<file path="config.mk">
export PLATFORM = sky130hd
export DESIGN_NAME = vpg_top
export DESIGN_NICKNAME = d
export VERILOG_FILES = /design/src/rtl/vpg_pkg.sv /design/src/rtl/vpg_timebase.sv /design/src/rtl/vpg_tog_match.sv /design/src/rtl/vpg_phase_reg.sv /design/src/rtl/vpg_top.sv
export SDC_FILE = /design/constraint.sdc
export NUM_CORES = 1
export LEC_CHECK = 0
export ABC_AREA = 1
export BUFFER_PORTS_ARGS = -buffer_cell sky130_fd_sc_hd__buf_4
export CORE_MARGIN = 2
export CORE_UTILIZATION = 52
export DETAILED_ROUTE_END_ITERATION = 8
export GPL_TIMING_DRIVEN = 0
export PLACE_DENSITY = 0.78
export SYNTH_ARGS = -nofsm -noshare
export SYNTH_HDL_FRONTEND = slang
export SYNTH_SLANG_ARGS = --single-unit
</file>
<file path="constraint.sdc">
create_clock -name clk -period 2.4 [get_ports clk]
set_input_delay 0.12 -clock clk [delete_from_list [all_inputs] [get_ports clk]]
set_output_delay 0.12 -clock clk [all_outputs]
set_load 0.01 [all_outputs]
</file>
<file path="src/rtl/vpg_pkg.sv">
package vpg_pkg;

  typedef enum logic {
    MODE_STD  = 1'b0,
    MODE_MULT = 1'b1
  } vpg_mode_e;

  // A toggle slot is live only when it is nonzero and does not pass the end.
  function automatic logic slot_live(input int unsigned tog, input int unsigned rep);
    return (tog != 0) && (tog <= rep);
  endfunction

endpackage

</file>
<file path="src/rtl/vpg_timebase.sv">
module vpg_timebase #(
  parameter int POS_W = 13
) (
  input  logic             clk,
  input  logic             rst,
  input  logic             start_i,
  input  logic             hd_i,
  input  logic             sweep_i,
  input  logic             mult_i,
  input  logic [POS_W-1:0] len_i,
  input  logic [POS_W-1:0] rep_i,
  output logic             adv_o,
  output logic [POS_W:0]   crs_nxt_o,
  output logic             run_o
);
  import vpg_pkg::*;

  localparam logic [POS_W-1:0] ONE = POS_W'(1);

  logic [POS_W-1:0] len_eff;
  logic [POS_W-1:0] sub_q;
  logic [POS_W-1:0] crs_q;
  logic             run_q;
  logic             hd_clr;
  logic             wrap;

  always_comb begin
    if (vpg_mode_e'(mult_i) == MODE_MULT && len_i != '0) len_eff = len_i;
    else                                                 len_eff = ONE;
  end

  assign hd_clr    = hd_i && !sweep_i;
  assign wrap      = (sub_q == len_eff - ONE);
  assign crs_nxt_o = {1'b0, crs_q} + {{POS_W{1'b0}}, 1'b1};
  assign adv_o     = run_q && !start_i && !hd_clr && wrap;
  assign run_o     = run_q;

  always_ff @(posedge clk) begin
    if (rst) begin
      sub_q <= '0;
      crs_q <= '0;
      run_q <= 1'b0;
    end else if (start_i) begin
      sub_q <= '0;
      crs_q <= '0;
      run_q <= 1'b1;
    end else if (hd_clr) begin
      sub_q <= '0;
      crs_q <= '0;
    end else if (run_q) begin
      if (wrap) begin
        sub_q <= '0;
        crs_q <= crs_nxt_o[POS_W-1:0];
        if (crs_nxt_o >= {1'b0, rep_i}) run_q <= 1'b0;
      end else begin
        sub_q <= sub_q + ONE;
      end
    end
  end


  hd_clear_chk: assert property (@(posedge clk) disable iff (rst)
    (hd_i && !sweep_i && !start_i) |=> (sub_q == '0 && crs_q == '0));


  sweep_hold_chk: assert property (@(posedge clk) disable iff (rst)
    (run_q && hd_i && sweep_i && !start_i && !wrap) |=> (sub_q == $past(sub_q) + ONE));


  crs_bound_chk: assert property (@(posedge clk) disable iff (rst)
    run_q |-> (crs_q <= rep_i));


  sub_window_chk: assert property (@(posedge clk) disable iff (rst)
    run_q |-> (sub_q < len_eff));

endmodule

</file>
<file path="src/rtl/vpg_tog_match.sv">
module vpg_tog_match #(
  parameter int POS_W   = 13,
  parameter int NUM_TOG = 4
) (
  input  logic                       clk,
  input  logic                       rst,
  input  logic [NUM_TOG*POS_W-1:0]   tog_i,
  input  logic [POS_W-1:0]           rep_i,
  input  logic                       adv_i,
  input  logic [POS_W:0]             crs_nxt_i,
  output logic                       hit_o
);
  import vpg_pkg::*;

  logic [NUM_TOG-1:0] slot_hit;

  for (genvar k = 0; k < NUM_TOG; k++) begin : g_slot
    logic [POS_W-1:0] tv;
    assign tv = tog_i[k*POS_W +: POS_W];
    assign slot_hit[k] = slot_live(int'(tv), int'(rep_i)) &&
                         ({1'b0, tv} == crs_nxt_i);
  end

  assign hit_o = adv_i && (|slot_hit);


  hit_needs_adv_chk: assert property (@(posedge clk) disable iff (rst)
    hit_o |-> (adv_i && crs_nxt_i <= {1'b0, rep_i} && crs_nxt_i != '0));

endmodule

</file>
<file path="src/rtl/vpg_phase_reg.sv">
module vpg_phase_reg (
  input  logic clk,
  input  logic rst,
  input  logic start_i,
  input  logic pol_i,
  input  logic hit_i,
  output logic v_o
);

  logic v_q;

  always_ff @(posedge clk) begin
    if (rst)          v_q <= 1'b0;
    else if (start_i) v_q <= pol_i;
    else if (hit_i)   v_q <= ~v_q;
  end

  assign v_o = v_q;


  start_pol_chk: assert property (@(posedge clk) disable iff (rst)
    start_i |=> (v_q == $past(pol_i)));


  flip_chk: assert property (@(posedge clk) disable iff (rst)
    (hit_i && !start_i) |=> (v_q != $past(v_q)));

endmodule

</file>
<file path="src/rtl/vpg_top.sv">
module vpg_top #(
  parameter int POS_W   = 13,
  parameter int NUM_CH  = 4,
  parameter int NUM_TOG = 4
) (
  input  logic                              clk,
  input  logic                              rst,
  input  logic                              start_i,
  input  logic                              hd_i,
  input  logic                              sweep_i,
  input  logic                              mult_i,
  input  logic [POS_W-1:0]                  len_i,
  input  logic [POS_W-1:0]                  rep_i,
  input  logic [NUM_CH-1:0]                 pol_i,
  input  logic [NUM_CH*NUM_TOG*POS_W-1:0]   tog_i,
  output logic [NUM_CH-1:0]                 v_o
);

  localparam int CH_BITS = NUM_TOG * POS_W;

  logic           adv;
  logic [POS_W:0] crs_nxt;
  logic           run;
  logic [NUM_CH-1:0] hit;

  vpg_timebase #(.POS_W(POS_W)) u_tb (
    .clk       (clk),
    .rst       (rst),
    .start_i   (start_i),
    .hd_i      (hd_i),
    .sweep_i   (sweep_i),
    .mult_i    (mult_i),
    .len_i     (len_i),
    .rep_i     (rep_i),
    .adv_o     (adv),
    .crs_nxt_o (crs_nxt),
    .run_o     (run)
  );

  for (genvar c = 0; c < NUM_CH; c++) begin : g_ch
    vpg_tog_match #(.POS_W(POS_W), .NUM_TOG(NUM_TOG)) u_match (
      .clk       (clk),
      .rst       (rst),
      .tog_i     (tog_i[c*CH_BITS +: CH_BITS]),
      .rep_i     (rep_i),
      .adv_i     (adv),
      .crs_nxt_i (crs_nxt),
      .hit_o     (hit[c])
    );

    vpg_phase_reg u_phase (
      .clk     (clk),
      .rst     (rst),
      .start_i (start_i),
      .pol_i   (pol_i[c]),
      .hit_i   (hit[c]),
      .v_o     (v_o[c])
    );
  end


  idle_hold_chk: assert property (@(posedge clk) disable iff (rst)
    (!run && !start_i) |=> $stable(v_o));


  reset_low_chk: assert property (@(posedge clk)
    rst |=> (v_o == '0 && !run));

endmodule

</file>
After elaboration in Yosys (flattened, before gate mapping)
Index checks and enable logic that the tools add are counted.
{"block": "totals", "regBits": 31, "input_bits": 244, "out_inout_bits": 4, "word_cells": 135}
{"block": "op_classes", "addsub": 3, "n_lt_le_gt_ge": 17, "eq_ne": 18, "mux": 15, "n_bitwise": 4, "n_reduce_logical": 71}
{"cell": "== test 13 x 14 -> 1 bit", "n": 16}
{"cell": "nonzero test 13 bit", "n": 17}
{"cell": "<= comparator 13 bit", "n": 16}
{"cell": "logical AND 1 bit", "n": 41}
{"cell": "two-way mux 13 bit", "n": 2}
{"cell": "OR reduction 4 bit", "n": 4}
{"cell": "adder 13 x 1 -> 14 bit (second input constant)", "n": 1}
{"cell": ">= comparator 14 x 13 -> 1 bit", "n": 1}
{"cell": "adder 13 x 1 -> 13 bit (second input constant)", "n": 1}
{"cell": "== test 13 bit", "n": 1}
{"cell": "two-way mux 1 bit", "n": 13}
{"cell": "subtractor 13 x 1 -> 13 bit (second input constant)", "n": 1}
{"cell": "nonzero test 2 bit", "n": 4}
{"cell": "NOT 1 bit", "n": 4}
{"cell": "zero test 1 bit", "n": 3}
{"cell": "OR reduction 3 bit", "n": 1}
{"cell": "!= test 2 bit (second input constant)", "n": 1}
{"cell": "AND reduction 2 bit", "n": 1}

Depth between registers and ports, before layout
Gate-level depths: netlist of run 1.
{"block": "depth", "depth_word": 9, "mapped_depth": 23}

Hierarchy
From an unflattened synthesis of run 1, not the netlist that was laid out.
{"block": "unflattened", "hier_cells": 2353, "hier_area_um2": 12325.6}
{"module": "vpg_tog_match (g_ch[0].u_match ...)", "n_inst": 3, "cells_per_inst": 468, "area_per_inst_um2": 2366.0, "seq_area_each_um2": 0.0}
{"module": "vpg_timebase", "n_inst": 1, "cells_per_inst": 445, "area_per_inst_um2": 2608.8, "seq_area_each_um2": 540.5}
{"module": "vpg_tog_match (g_ch[3].u_match)", "n_inst": 1, "cells_per_inst": 468, "area_per_inst_um2": 2398.6, "seq_area_each_um2": 0.0}
{"module": "vpg_phase_reg", "n_inst": 4, "cells_per_inst": 9, "area_per_inst_um2": 55.1, "seq_area_each_um2": 20.0}

Worst setup path after synthesis of run 1
No wires, ideal clock.
{"block": "synth_timing", "path_kind": "flip-flop to flip-flop", "from": "register u_tb.crs_q[0]", "to": "register u_tb.run_q, in the netlist u_tb.run_o", "setup_time_ns": 0.124, "t_arrival_ns": 2.359, "required_time_ns": 2.276, "setup_slack_ns": -0.083, "stages_incl_launch_ff": 20, "period_less_slack_ns": 2.483, "cell_sequence": "dfxtp_1 -> buf_4 -> inv_2 -> nor2_2 -> nand2_1 -> nand2_2 -> buf_4 -> inv_1 -> ha_1 -> nand2_1 -> nor2_1 -> o21ai_0 -> o211ai_1 -> a31oi_1 -> o21ai_0 -> a31oi_1 -> o21ai_0 -> nand2_1 -> inv_1 -> a31oi_1"}
{"block": "synth_between", "elab_chain_len": 7}
{"element": "start, declared", "line_no": "vpg_timebase.sv:22", "text": "logic [POS_W-1:0] crs_q;"}
{"element": "start signal, assigned", "line_no": "vpg_timebase.sv:53", "text": "crs_q <= crs_nxt_o[POS_W-1:0];"}
{"element": "adder 13 x 1 -> 14 bit", "line_no": "vpg_timebase.sv:34", "text": "assign crs_nxt_o = {1'b0, crs_q} + {{POS_W{1'b0}}, 1'b1};"}
{"element": "via crs_nxt[3]", "line_no": "vpg_top.sv:22", "text": "logic [POS_W:0] crs_nxt;"}
{"element": ">= comparator 14 x 13 -> 1 bit", "line_no": "vpg_timebase.sv:54", "text": "if (crs_nxt_o >= {1'b0, rep_i}) run_q <= 1'b0;"}
{"element": "two-way mux 1 bit", "line_no": "vpg_timebase.sv:54"}
{"element": "two-way mux 1 bit", "line_no": "vpg_timebase.sv:51", "text": "if (wrap) begin"}
{"element": "two-way mux 1 bit", "line_no": "vpg_timebase.sv:50", "text": "end else if (run_q) begin"}
{"element": "two-way mux 1 bit", "line_no": "vpg_timebase.sv:47", "text": "end else if (hd_clr) begin"}
{"element": "two-way mux 1 bit", "line_no": "vpg_timebase.sv:43", "text": "end else if (start_i) begin"}
{"element": "end signal, assigned", "line_no": "vpg_timebase.sv:42", "text": "run_q <= 1'b0;"}
{"element": "end signal, assigned", "line_no": "vpg_timebase.sv:46", "text": "run_q <= 1'b1;"}
{"element": "end signal, assigned", "line_no": "vpg_timebase.sv:54"}
{"element": "end, declared", "line_no": "vpg_timebase.sv:23", "text": "logic run_q;"}
The timed path passes the listed nets, and every way through them passes these cells. The select of a mux whose other input is x is not followed.
A chain may end at the register's enable or synchronous reset.

Worst setup path after layout of run 1
{"block": "layout_timing", "from": "register u_tb.crs_q[1]", "to": "register g_ch[0].u_phase.v_q"}
{"block": "layout_between", "elab_chain_len": 6}
{"element": "adder 13 x 1 -> 14 bit *", "line_no": "vpg_timebase.sv:34"}
{"element": "via crs_nxt[6]", "line_no": "vpg_top.sv:22"}
{"element": "== test 13 x 14 -> 1 bit", "line_no": "vpg_tog_match.sv:21", "text": "({1'b0, tv} == crs_nxt_i);"}
{"element": "logical AND 1 bit", "line_no": "vpg_tog_match.sv:20", "text": "assign slot_hit[k] = slot_live(int'(tv), int'(rep_i)) &&"}
{"element": "OR reduction 4 bit *", "line_no": "vpg_tog_match.sv:24", "text": "assign hit_o = adv_i && (|slot_hit);"}
{"element": "logical AND 1 bit *", "line_no": "vpg_tog_match.sv:24"}
{"element": "nonzero test 2 bit (no source line) *"}
{"element": "end signal, assigned", "line_no": "vpg_phase_reg.sv:14", "text": "else if (start_i) v_q <= pol_i;"}
{"element": "end signal, assigned", "line_no": "vpg_phase_reg.sv:15", "text": "else if (hit_i) v_q <= ~v_q;"}
{"element": "end, declared", "line_no": "vpg_phase_reg.sv:10", "text": "logic v_q;"}
The timed path passes the listed nets; every way through them passes the cells marked *.

==> results of run 1 <==
final timing paths:
path	startpoint	end	slack (ns)	cells after the start
setup / recovery	u_tb.crs_q[1]	g_ch[0].u_phase.v_o	-0.27	20
hold / removal	rst	g_ch[2].u_phase.v_o	0.04	2
setup reg to reg	u_tb.crs_q[1]	g_ch[0].u_phase.v_o	-0.27	20
hold reg to reg	g_ch[3].u_phase.v_o	g_ch[3].u_phase.v_o	0.51	2
synthesized netlist by cell type:
library cell	count	share of area, %
nor4_1	40	2.2
buf_1	1	0.033
nand4_2	1	0.11
nor3b_1	1	0.067
xor2_1	91	7.1
clkbuf_1	7	0.23
o21ai_1	1	0.044
buf_4	11	0.73
inv_1	194	6.5
o41ai_1	2	0.16
xnor2_4	1	0.24
nor2_4	5	0.50
o211ai_1	8	0.53
inv_4	1	0.056
dfxtp_1	31	5.5
nand3b_1	12	0.80
xnor2_1	46	3.6
buf_2	10	0.45
o22ai_1	1	0.056
o211ai_2	2	0.22
nand3_2	1	0.089
o21ai_0	63	2.8
or2_2	11	0.61
or3_1	1	0.056
a21boi_0	1	0.067
nor2_2	6	0.33
nand2_2	10	0.56
nor2_1	177	5.9
nand3_1	133	5.9
buf_6	6	0.60
a31oi_1	5	0.28
a211oi_1	1	0.067
or4_1	4	0.27
a21o_1	1	0.067
nand4_1	33	1.8
clkinv_1	5	0.17
and3_1	7	0.39
inv_2	5	0.17
nand2_1	486	16
o221ai_1	4	0.31
nor3_1	43	1.9
a21oi_1	156	6.9
ha_1	224	25
nand2_4	3	0.30
power groups by stage:
stage          combinational, W  clock (W)  sequential (W)
6_report                0.00183   0.000741        0.000522
2_1_floorplan          0.000971          0        0.000537
3_3_place_gp            0.00165          0        0.000538
3_5_place_dp            0.00171          0        0.000538
4_1_cts                 0.00174   0.000727        0.000522
5_1_grt                 0.00205   0.000763        0.000522
stage by stage:
stage,setup slack (ns),utilization (%)
floorplan,-0.008561,-
global placement,-0.8130,63.74
detailed placement,-0.7850,63.74
CTS,-0.09348,69.62
global route,-0.4022,71.50
finish,-0.2688,71.50
critical path, stage by stage (launching register included):
cell and delay [ns]:
dfxtp_4 0.38, ha_4 0.16, nand2_4 0.08, inv_2 0.07
nand2_2 0.07, nor2_1 0.22, nand2_1 0.16, nand2_4 0.16
buf_12 0.15, buf_12 0.11, xor2_2 0.05, nor2_1 0.09
nand3_1 0.07, nor2_1 0.12, nand3_1 0.13, nand2_1 0.09
inv_1 0.04, nand2_2 0.08, nand3_2 0.10, a21oi_2 0.17
nor2_1 0.05
cells in the final DEF, fill, tap and decap left out, types with 12 or more instances in the layout:
master / n
inv_1: 175
clkinvlp_4: 13
nor3_1: 42
buf_4: 307
nand2_4: 23
a21oi_1: 145
buf_12: 15
nand4_1: 33
nor2_4: 15
nand2_1: 444
buf_6: 12
nor4_1: 40
nor2_1: 166
nand3_1: 118
xor2_1: 88
nand3_2: 14
ha_1: 216
nand3b_1: 12
o21ai_0: 59
dfxtp_1: 22
xnor2_1: 46
nand2_2: 30
logic make-up after synthesis:
kind of cell	count (synthesis)	synth area share, %
compound gates	245	11.56
xor+xnor	138	10.92
fa+ha+maj	224	24.94
buf+inv	240	8.919
flops	31	5.523
simple gates	974	38.14
metal layers:
layer | part of all wire [%] | GRT usage [%] | wire [um] | vias to the layer above
met1 | 37 | 45.42 | 17100 | 6415
met2 | 44 | 64.50 | 20230 | 839
li1 | - | - | - | 6855
met5 | 0 | 0 | 0 | -
met4 | 7.6 | 23.46 | 3480 | 0
met3 | 11 | 7.440 | 4908 | 257
registers in the layout, summed over array words and instances (netlist names):
register and count:
g_ch.u_phase.v_o 4, u_tb.run_o 1, u_tb.crs_q 13, u_tb.sub_q 13
final cells by class:
cell class                 instances  area, um2  share of cell area (%)
multi-input combinational       1582      10220                   67.76
tap                              275      344.1                   2.282
clock inverter                     3      43.79                  0.2904
clock buffer                       5      125.1                  0.8298
buffer                            34      365.4                   2.423
timing repair buffer             314       2494                   16.54
inverter                         205      844.6                   5.601
sequential                        31      644.4                   4.274
repair_timing:
item / CTS / global route
gates resized for setup: 148 / 81
pin swaps: 64 / 63
cloned: 1 / 1
endpoints found under the setup margin: 31 / 29
setup buffers: 55 / 12
endpoints found under the hold margin: 0 / 0
==> metrics.md, run 1 <==
| Metric | Value |
|---|---|
| First-pass GRT wire length | 68.40 mm |
| Req. time, crit path | 2.58 ns |
| Placer Congestion | 0.9703 |
| Final WL | 45.71 mm |
| Post-Route Hold Slack | 0.03590 ns |
| Internal power | 0.001807 W |
| Post-route cell area | 15080 um2 |
| Fin crit period | 2.669 ns |
| Max Cap Viol | 0 |
| I/O Pins | 248 |
| H-tree depth | 2 |
| Number of antenna diodes | 0 |
| Total Neg Setup Slack | -1.207 ns |
| Synthesis-stage register bit count | 31 |
| Endpoint class of the critical path | flip-flop |
| Fin. Hold Viols | 0 |
| Placed cell area | 13440 um2 |
| Placeable Area | 21090 um2 |
| Total power | 0.003097 W |
| Buffers on Ports | 246 |
| Die Span Y | 151 um |
| FMAX | 374.7 MHz |
| Arrival time at the worst endpoint | 2.84 ns |
| Die Footprint | 22800 um2 |
| CTS tree | done |
| CTS buffer count | 5 |
| Clock slew at reported path FFs | 0.06 ns |
| Total GRT Usage | 38.51% |
| Initial Util | 53.29% |
| Clock Sinks | 31 |
| Syn-to-layout area delta | 34.18% |
| Final global-route overflow total | 0 |
| Yosys Warn Count | 0 |
| Clk_lat worst skew | 0.29 ns |
| P_leak | 7.709 nW |
| Clock power share | 23.9% |
| Sw Ratio | 41.64% |
| Post-synthesis cell area | 11240 um2 |
| Drt wl/cell | 18.67 um |
| HP Class | in -> reg |
| Post-Syn Area per Cell | 6.068 um2 |
| Iteration-0 DRC Markers | 1137 |
| Crit Path Class | reg -> reg |
| Net count after synthesis | 2320 |
| Dpl cells | 2373 |
| Post-Layout Cell Count | 2449 |
| Initial antenna violation count | 0 |
| CTS root buffer | clkbuf_16 |
| Drt pass-1 iters | 6 |
| Mapped Cells | 1852 |
| Sequential element share of the synthesized area | 5.523% |
| Longest Clk Path Bufs | 2 |
| Vias in the first global route | 13420 |
| Post-DP HPWL | 32.28 mm |
| Crit-path max FO | 6 |
| VDD IR max | 0.2960 mV |
| Critical Path Source Type | flip-flop |
| Largest net degree at the start of global routing | 18 |
| PnR worst setup slack | -0.2688 ns |
| DR DRC count | 0 |
| Switch Pwr | 0.001290 W |
| RSZ-0062 raised after global routing | yes |
| Max_slew headroom | 21.21% |
| PwrDens | 205.4 nW/um2 |
| Flop pwr share | 16.8% |
| Die X | 151 um |
| Row cnt | 53 |
| Pins Over Slew Limit | 0 |
| Final period util | 111.2% |
| Status | finished, violations left |
| Violated checks | negative setup slack |
| Vias per inst | 5.866 |
| FILL cells | 1774 |
| Proportion of layout cells with a drive suffix above 1 | 24.15% |
| Number of library cell types mapped by synthesis | 44 |
| Hold-fix buffers, CTS | 0 |
| Final setup violation count | 5 |
| Comb pwr share | 59.2% |
| Routed Antenna Nets | 0 |
| Final nets | 2641 |
| Vias | 14370 |
| Skew final | 0.01512 ns |
| Actual transition at the worst max-transition pin | 1.181 ns |
No activity file was read; power rests on OpenSTA's default activity.
==> run 2, diff against run 1 <==
CORE_UTILIZATION = 50   (was 52)
PLACE_DENSITY = 0.75   (was 0.78)
==> run 2 against run 1 <==
- the run still ends with negative setup slack left
- critical path depth shrank 6
- clock power decreased by 13%
- non-clock buffer count up 29
- sequential share of layout area shrank 0.13 points
- critical path type unchanged
- largest cell class unchanged
==> metrics.md, run 2 (synthesis results as in run 1) <==
| Metric | Value |
|---|---|
| Status | finished, violations left |
| Violated checks | negative setup slack |
| P_leak | 7.914 nW |
| Initial antenna violation count | 0 |
| Vias | 14500 |
| Most frequent cells in the layout | nand2_1, buf_4, ha_1 |
| Fin crit period | 2.667 ns |
| First-pass GRT wire length | 70.75 mm |
| Longest Clk Path Bufs | 2 |
| Pins Over Slew Limit | 0 |
| Logic depth of the worst setup path including buffers | 14 |
| Routed Antenna Nets | 0 |
| Final global-route overflow total | 0 |
| Critical Path Source Type | flip-flop |
| Vias in the first global route | 13690 |
| CP peak stage delay | 0.45 ns |
| Arrival time at the worst endpoint | 2.84 ns |
| Total power | 0.003071 W |
| Buf/Inv on CP | 2 |
| CTS buffer count | 5 |
| Total GRT Usage | 37.67% |
| Endpoint class of the critical path | flip-flop |
| CTS root buffer | clkbuf_16 |
| Drt wl/cell | 19.08 um |
| Clock slew at reported path FFs | 0.07 ns |
| Drt pass-1 iters | 5 |
| Skew final | 0.01754 ns |
| HP Class | in -> reg |
| Syn-to-layout area delta | 38.56% |
| Crit Path Class | reg -> reg |
| Post-Route Hold Slack | 0.02484 ns |
| Final WL | 47.38 mm |
| Max Cap Viol | 0 |
| Met2 WL post-DR | 21.07 mm |
| Final nets | 2670 |
| Crit-path most repeated cell | nand2_1 |
| Clock Sinks | 31 |
| Die Footprint | 23690 um2 |
| Uppermost routed layer | met4 |
| Crit path from | u_tb.crs_q[9] |
| Placeable Area | 21960 um2 |
| Final period util | 111.1% |
| Crit-path max FO | 10 |
| Fin. Hold Viols | 0 |
| Top delay family on crit path | simple AND/OR/NAND/NOR gates |
| Post-DP HPWL | 32.81 mm |
| Most common cell after layout, fill and taps aside | nand2_1 |
| I/O Pins | 248 |
| Req. time, crit path | 2.58 ns |
| HP Start | rst |
| Hold path cells | 2 |
| Worst r2r src | u_tb.crs_q[9] |
| Die Span Y | 153.9 um |
| Vias per inst | 5.839 |
| H-tree depth | 2 |
| Actual transition at the worst max-transition pin | 1.165 ns |
| Iteration-0 DRC Markers | 1117 |
| Buffers on Ports | 246 |
| CTS tree | done |
| PwrDens | 197.3 nW/um2 |
| Met3 WL | 4.665 mm |
| Crit-path cells | nand2_1 -> nor3_1 -> nand3_1 -> clkbuf_4 -> nand3_1 -> nor2_1 -> nand3_1 -> nand2_1 -> inv_2 -> nand2_4 -> nand3_2 -> nand2_1 -> nand2_1 -> a21oi_1 |
| Slowest-stage cell, CP | dfxtp_2 |
| Max_slew headroom | 22.27% |
| DR DRC count | 0 |
| Placer Congestion | 0.9627 |
| Clk_lat worst skew | 0.29 ns |
| Number of antenna diodes | 0 |
| Met1 Routed Length | 18.75 mm |
| Largest net degree at the start of global routing | 18 |
| Finished Core Util | 70.91% |
| Final setup violation count | 5 |
| R2R cell count | 14 |
| FMAX | 375.0 MHz |
| Initial Util | 51.17% |
| VDD IR max | 0.2357 mV |
| Proportion of layout cells with a drive suffix above 1 | 25.78% |
| Die X | 153.9 um |
| Row cnt | 54 |
| PnR worst setup slack | -0.2667 ns |
| RSZ-0062 raised after global routing | yes |
-- run 2: cell count changes in the layout (fill, tap and decap cells not counted), moves of 3 or more --
cell / previous run / this run
buf_12: 15 / 23
buf_6: 12 / 18
buf_8: 3 / 6
nor2_1: 166 / 162
nand2_4: 23 / 29
nand2_1: 444 / 434
nor2_4: 15 / 18
buf_4: 307 / 317
-- run 2: path summary, 6_finish.rpt --
path | endpoint | slack [ns]
max reg2reg | g_ch[1].u_phase.v_o | -0.27
max | g_ch[1].u_phase.v_o | -0.27
min | g_ch[3].u_phase.v_o | 0.02
min reg2reg | g_ch[3].u_phase.v_o | 0.49
-- run 2: cell type report --
cell class,instances,area [um2]
multi-input cells,1582,10320
fillers,1851,6389
repair buffers,343,2883
inverters,205,854.6
flip-flops and latches,31,644.4
plain buffers,34,379.1
well taps,280,350.3
clock buffers,6,128.9
clock inverters,2,12.51
-- run 2: repair_timing --
item | 4_1_cts | 5_1_grt
setup endpoints to repair | 31 | 31
endpoints found under the hold margin | 0 | 0
gates resized for setup | 157 | 125
gates cloned | 3 | 2
hold buffers | 0 | 0
setup buffers | 59 | 34
pin swaps | 57 | 82
-- run 2: through the flow --
stage	std cells	area [um2]	worst slack (ns)	TNS (ns)
4_1_cts	2447	14720	-0.07405	-0.3038
6_report	2483	15570	-0.2667	-1.053
3_5_place_dp	2378	13450	-0.8538	-16.78
2_1_floorplan	1852	11250	-0.008561	-0.008561
3_3_place_gp	2378	13450	-0.7891	-16.17
5_1_grt	2483	15570	-0.3233	-2.266
-- run 2: layer usage --
metal,GRT usage (%),vias to the layer above
met4,18.65,0
met2,63.26,819
met5,0,-
met3,6.172,227
met1,46.80,6538
li1,-,6914
-- run 2: where the power goes --
part	switching [W]	total [W]	internal, W
combinational	0.00105	0.00191	0.000855
clock	0.000259	0.000642	0.000383
sequential	0.00000594	0.000522	0.000516
total	0.00132	0.00307	0.00175
==> run 3, diff against run 2 <==
SETUP_SLACK_MARGIN = 0.3   (was unset)
TNS_END_PERCENT = 20   (was unset)
==> run 3 against run 2 <==
- the flow still finishes with violations (negative setup slack)
- sequential power about the same
- worst setup slack worse by 0.16 ns
- first-iteration DRC count grew 7.9%
- hold slack lost 0.0032 ns
- via count up 0.22%
- design area down 0.55%
- combinational power about the same
- non-clock buffer count shrank 7
- clock skew down 0.0085 ns
- critical path type unchanged
- critical endpoint is now u_tb.run_o
- largest cell class unchanged
- largest power group unchanged
==> metrics.md, run 3 (synthesis results as in run 1) <==
| Metric | Value |
|---|---|
| Status | finished, violations left |
| Violated checks | negative setup slack |
| Skew final | 0.009032 ns |
| DR DRC count | 0 |
| R2R Setup Slk | -0.43 ns |
| CP peak stage delay | 0.40 ns |
| First-pass GRT wire length | 68.88 mm |
| Max_slew headroom | 18.30% |
| Die X | 153.9 um |
| Total power | 0.003141 W |
| Row cnt | 54 |
| Arrival time at the worst endpoint | 2.99 ns |
| Initial Util | 51.17% |
| Final nets | 2664 |
| Post-Layout Cell Count | 2478 |
| Total Neg Setup Slack | -1.163 ns |
| Clock Sinks | 31 |
| Drt pass-1 iters | 5 |
| Buffers on Ports | 246 |
| Req. time, crit path | 2.57 ns |
| PwrDens | 202.9 nW/um2 |
| Vias per inst | 5.864 |
| Syn-to-layout area delta | 37.80% |
| FMAX | 353.6 MHz |
| RSZ-0062 raised after global routing | yes |
| Clock slew at reported path FFs | 0.06 ns |
| Post-route cell area | 15480 um2 |
| HP Class | in -> reg |
| Post-DP HPWL | 33.03 mm |
| Total GRT Usage | 36.85% |
| Reg-to-reg endpoint | u_tb.run_o |
| Critical Path Source Type | flip-flop |
| Vias | 14530 |
| Clk_lat worst skew | 0.29 ns |
| I/O Pins | 248 |
| Post-Route Hold Slack | 0.02167 ns |
| R2R cell count | 17 |
| Crit Path Class | reg -> reg |
| CTS tree | done |
| Crit-path cells | nand2_4 -> nor2_4 -> nand2_4 -> xnor2_4 -> buf_12 -> ha_4 -> nand2_2 -> nor2_2 -> o21ai_1 -> o211ai_1 -> a31oi_2 -> o21ai_2 -> a31oi_1 -> o21ai_1 -> nand2_1 -> inv_1 -> a31oi_1 |
| Crit-path max FO | 5 |
| Drt wl/cell | 19.23 um |
| Endpoint class of the critical path | flip-flop |
| Vias in the first global route | 13100 |
| Fin crit period | 2.828 ns |
| Endpoint, Worst Hold | g_ch[1].u_phase.v_o |
| Pins Over Slew Limit | 0 |
| Dpl cells | 2378 |
| Most frequent cells in the layout | nand2_1, buf_4, ha_1 |
| HP Start | rst |
| Actual transition at the worst max-transition pin | 1.224 ns |
| Final setup violation count | 5 |
| P_leak | 7.898 nW |
| CTS buffer count | 5 |
| Final WL | 47.65 mm |
| Die Span Y | 153.9 um |
| Initial antenna violation count | 1 |
| Placed cell area | 13600 um2 |
| Max Cap Viol | 0 |
| Fin. Hold Viols | 0 |
| Final period util | 117.8% |
| Top delay family on crit path | compound AO/OA/AOI/OAI gates |
| Die Footprint | 23690 um2 |
| Largest net degree at the start of global routing | 18 |
| Final global-route overflow total | 0 |
| Longest Clk Path Bufs | 2 |
| Buf/Inv on CP | 2 |
| Worst r2r src | u_tb.crs_q[3] |
| Proportion of layout cells with a drive suffix above 1 | 24.76% |
| Slowest-stage cell, CP | dfxtp_4 |
| Routed Antenna Nets | 0 |
| Iteration-0 DRC Markers | 1205 |
| VDD IR max | 0.2920 mV |
| Placer Congestion | 0.9700 |
| CTS root buffer | clkbuf_16 |
| Most common cell after layout, fill and taps aside | nand2_1 |
| PnR worst setup slack | -0.4281 ns |
| H-tree depth | 2 |
| Placeable Area | 21960 um2 |
| Hold path cells | 2 |
run 3: cell types whose count changed in the layout (fill, tap and decap cells not counted), sizes merged:
cell,previous run,this run
clkinv,4,5
clkdlybuf4s15,0,1
clkinvlp,13,12
buf,369,359
inv,190,191
diode,0,1
clkbuf,14,15
bufinv,0,1
run 3: metal layers:
| layer | routed length, um | track usage (%) |
|---|---|---|
| met2 | 21410 | 62.87 |
| met3 | 4848 | 5.947 |
| met1 | 18260 | 45.33 |
| met4 | 3132 | 17.49 |
| met5 | 0 | 0 |
run 3: cell type report:
cell class	instances	area (um2)
multi-input cells	1582	10230
fillers	1905	6474
repair buffers	335	2799
inverters	205	859.6
flip-flops and latches	31	645.6
plain buffers	35	425.4
well taps	280	350.3
clock buffers	5	125.1
clock inverters	3	43.79
repair inverters	1	6.256
diodes	1	2.502
run 3: worst max-delay path by stage:
stage | cells after the start | end | start | slack [ns]
2_1_floorplan | 18 | u_tb.run_o | u_tb.crs_q[0] | 0.15
3_3_place_gp | 17 | g_ch[1].u_phase.v_o | u_tb.crs_q[4] | -0.66
3_5_place_dp | 17 | g_ch[1].u_phase.v_o | u_tb.crs_q[4] | -0.72
4_1_cts | 17 | u_tb.run_o | u_tb.crs_q[2] | -0.12
5_1_grt | 17 | u_tb.run_o | u_tb.crs_q[3] | -0.58
6_report | 17 | u_tb.run_o | u_tb.crs_q[3] | -0.43
run 3: through the flow:
step	utilization (%)	setup WS, ns
2_1_floorplan	-	0.1497
3_3_place_gp	61.94	-0.6550
3_5_place_dp	61.94	-0.7155
4_1_cts	66.95	-0.1210
5_1_grt	70.52	-0.5803
6_report	70.52	-0.4281
run 3: timing repair:
| item | 4_1_cts | 5_1_grt |
|---|---|---|
| buffers inserted | 47 | 39 |
| endpoints found under the setup margin | 31 | 31 |
| gates resized for setup | 125 | 92 |
| gates cloned | 1 | 4 |
| pin swaps | 43 | 59 |
| hold buffers | 0 | 0 |
run 3: report_power, final:
group / switching (W) / internal [W] / total [W] / leakage (nW)
clock network: 0.000249 / 0.000489 / 0.000738 / 0.0838
logic: 0.00104 / 0.000842 / 0.00188 / 7.56
registers: 0.00000603 / 0.000516 / 0.000522 / 0.258
total: 0.00129 / 0.00185 / 0.00314 / 7.90
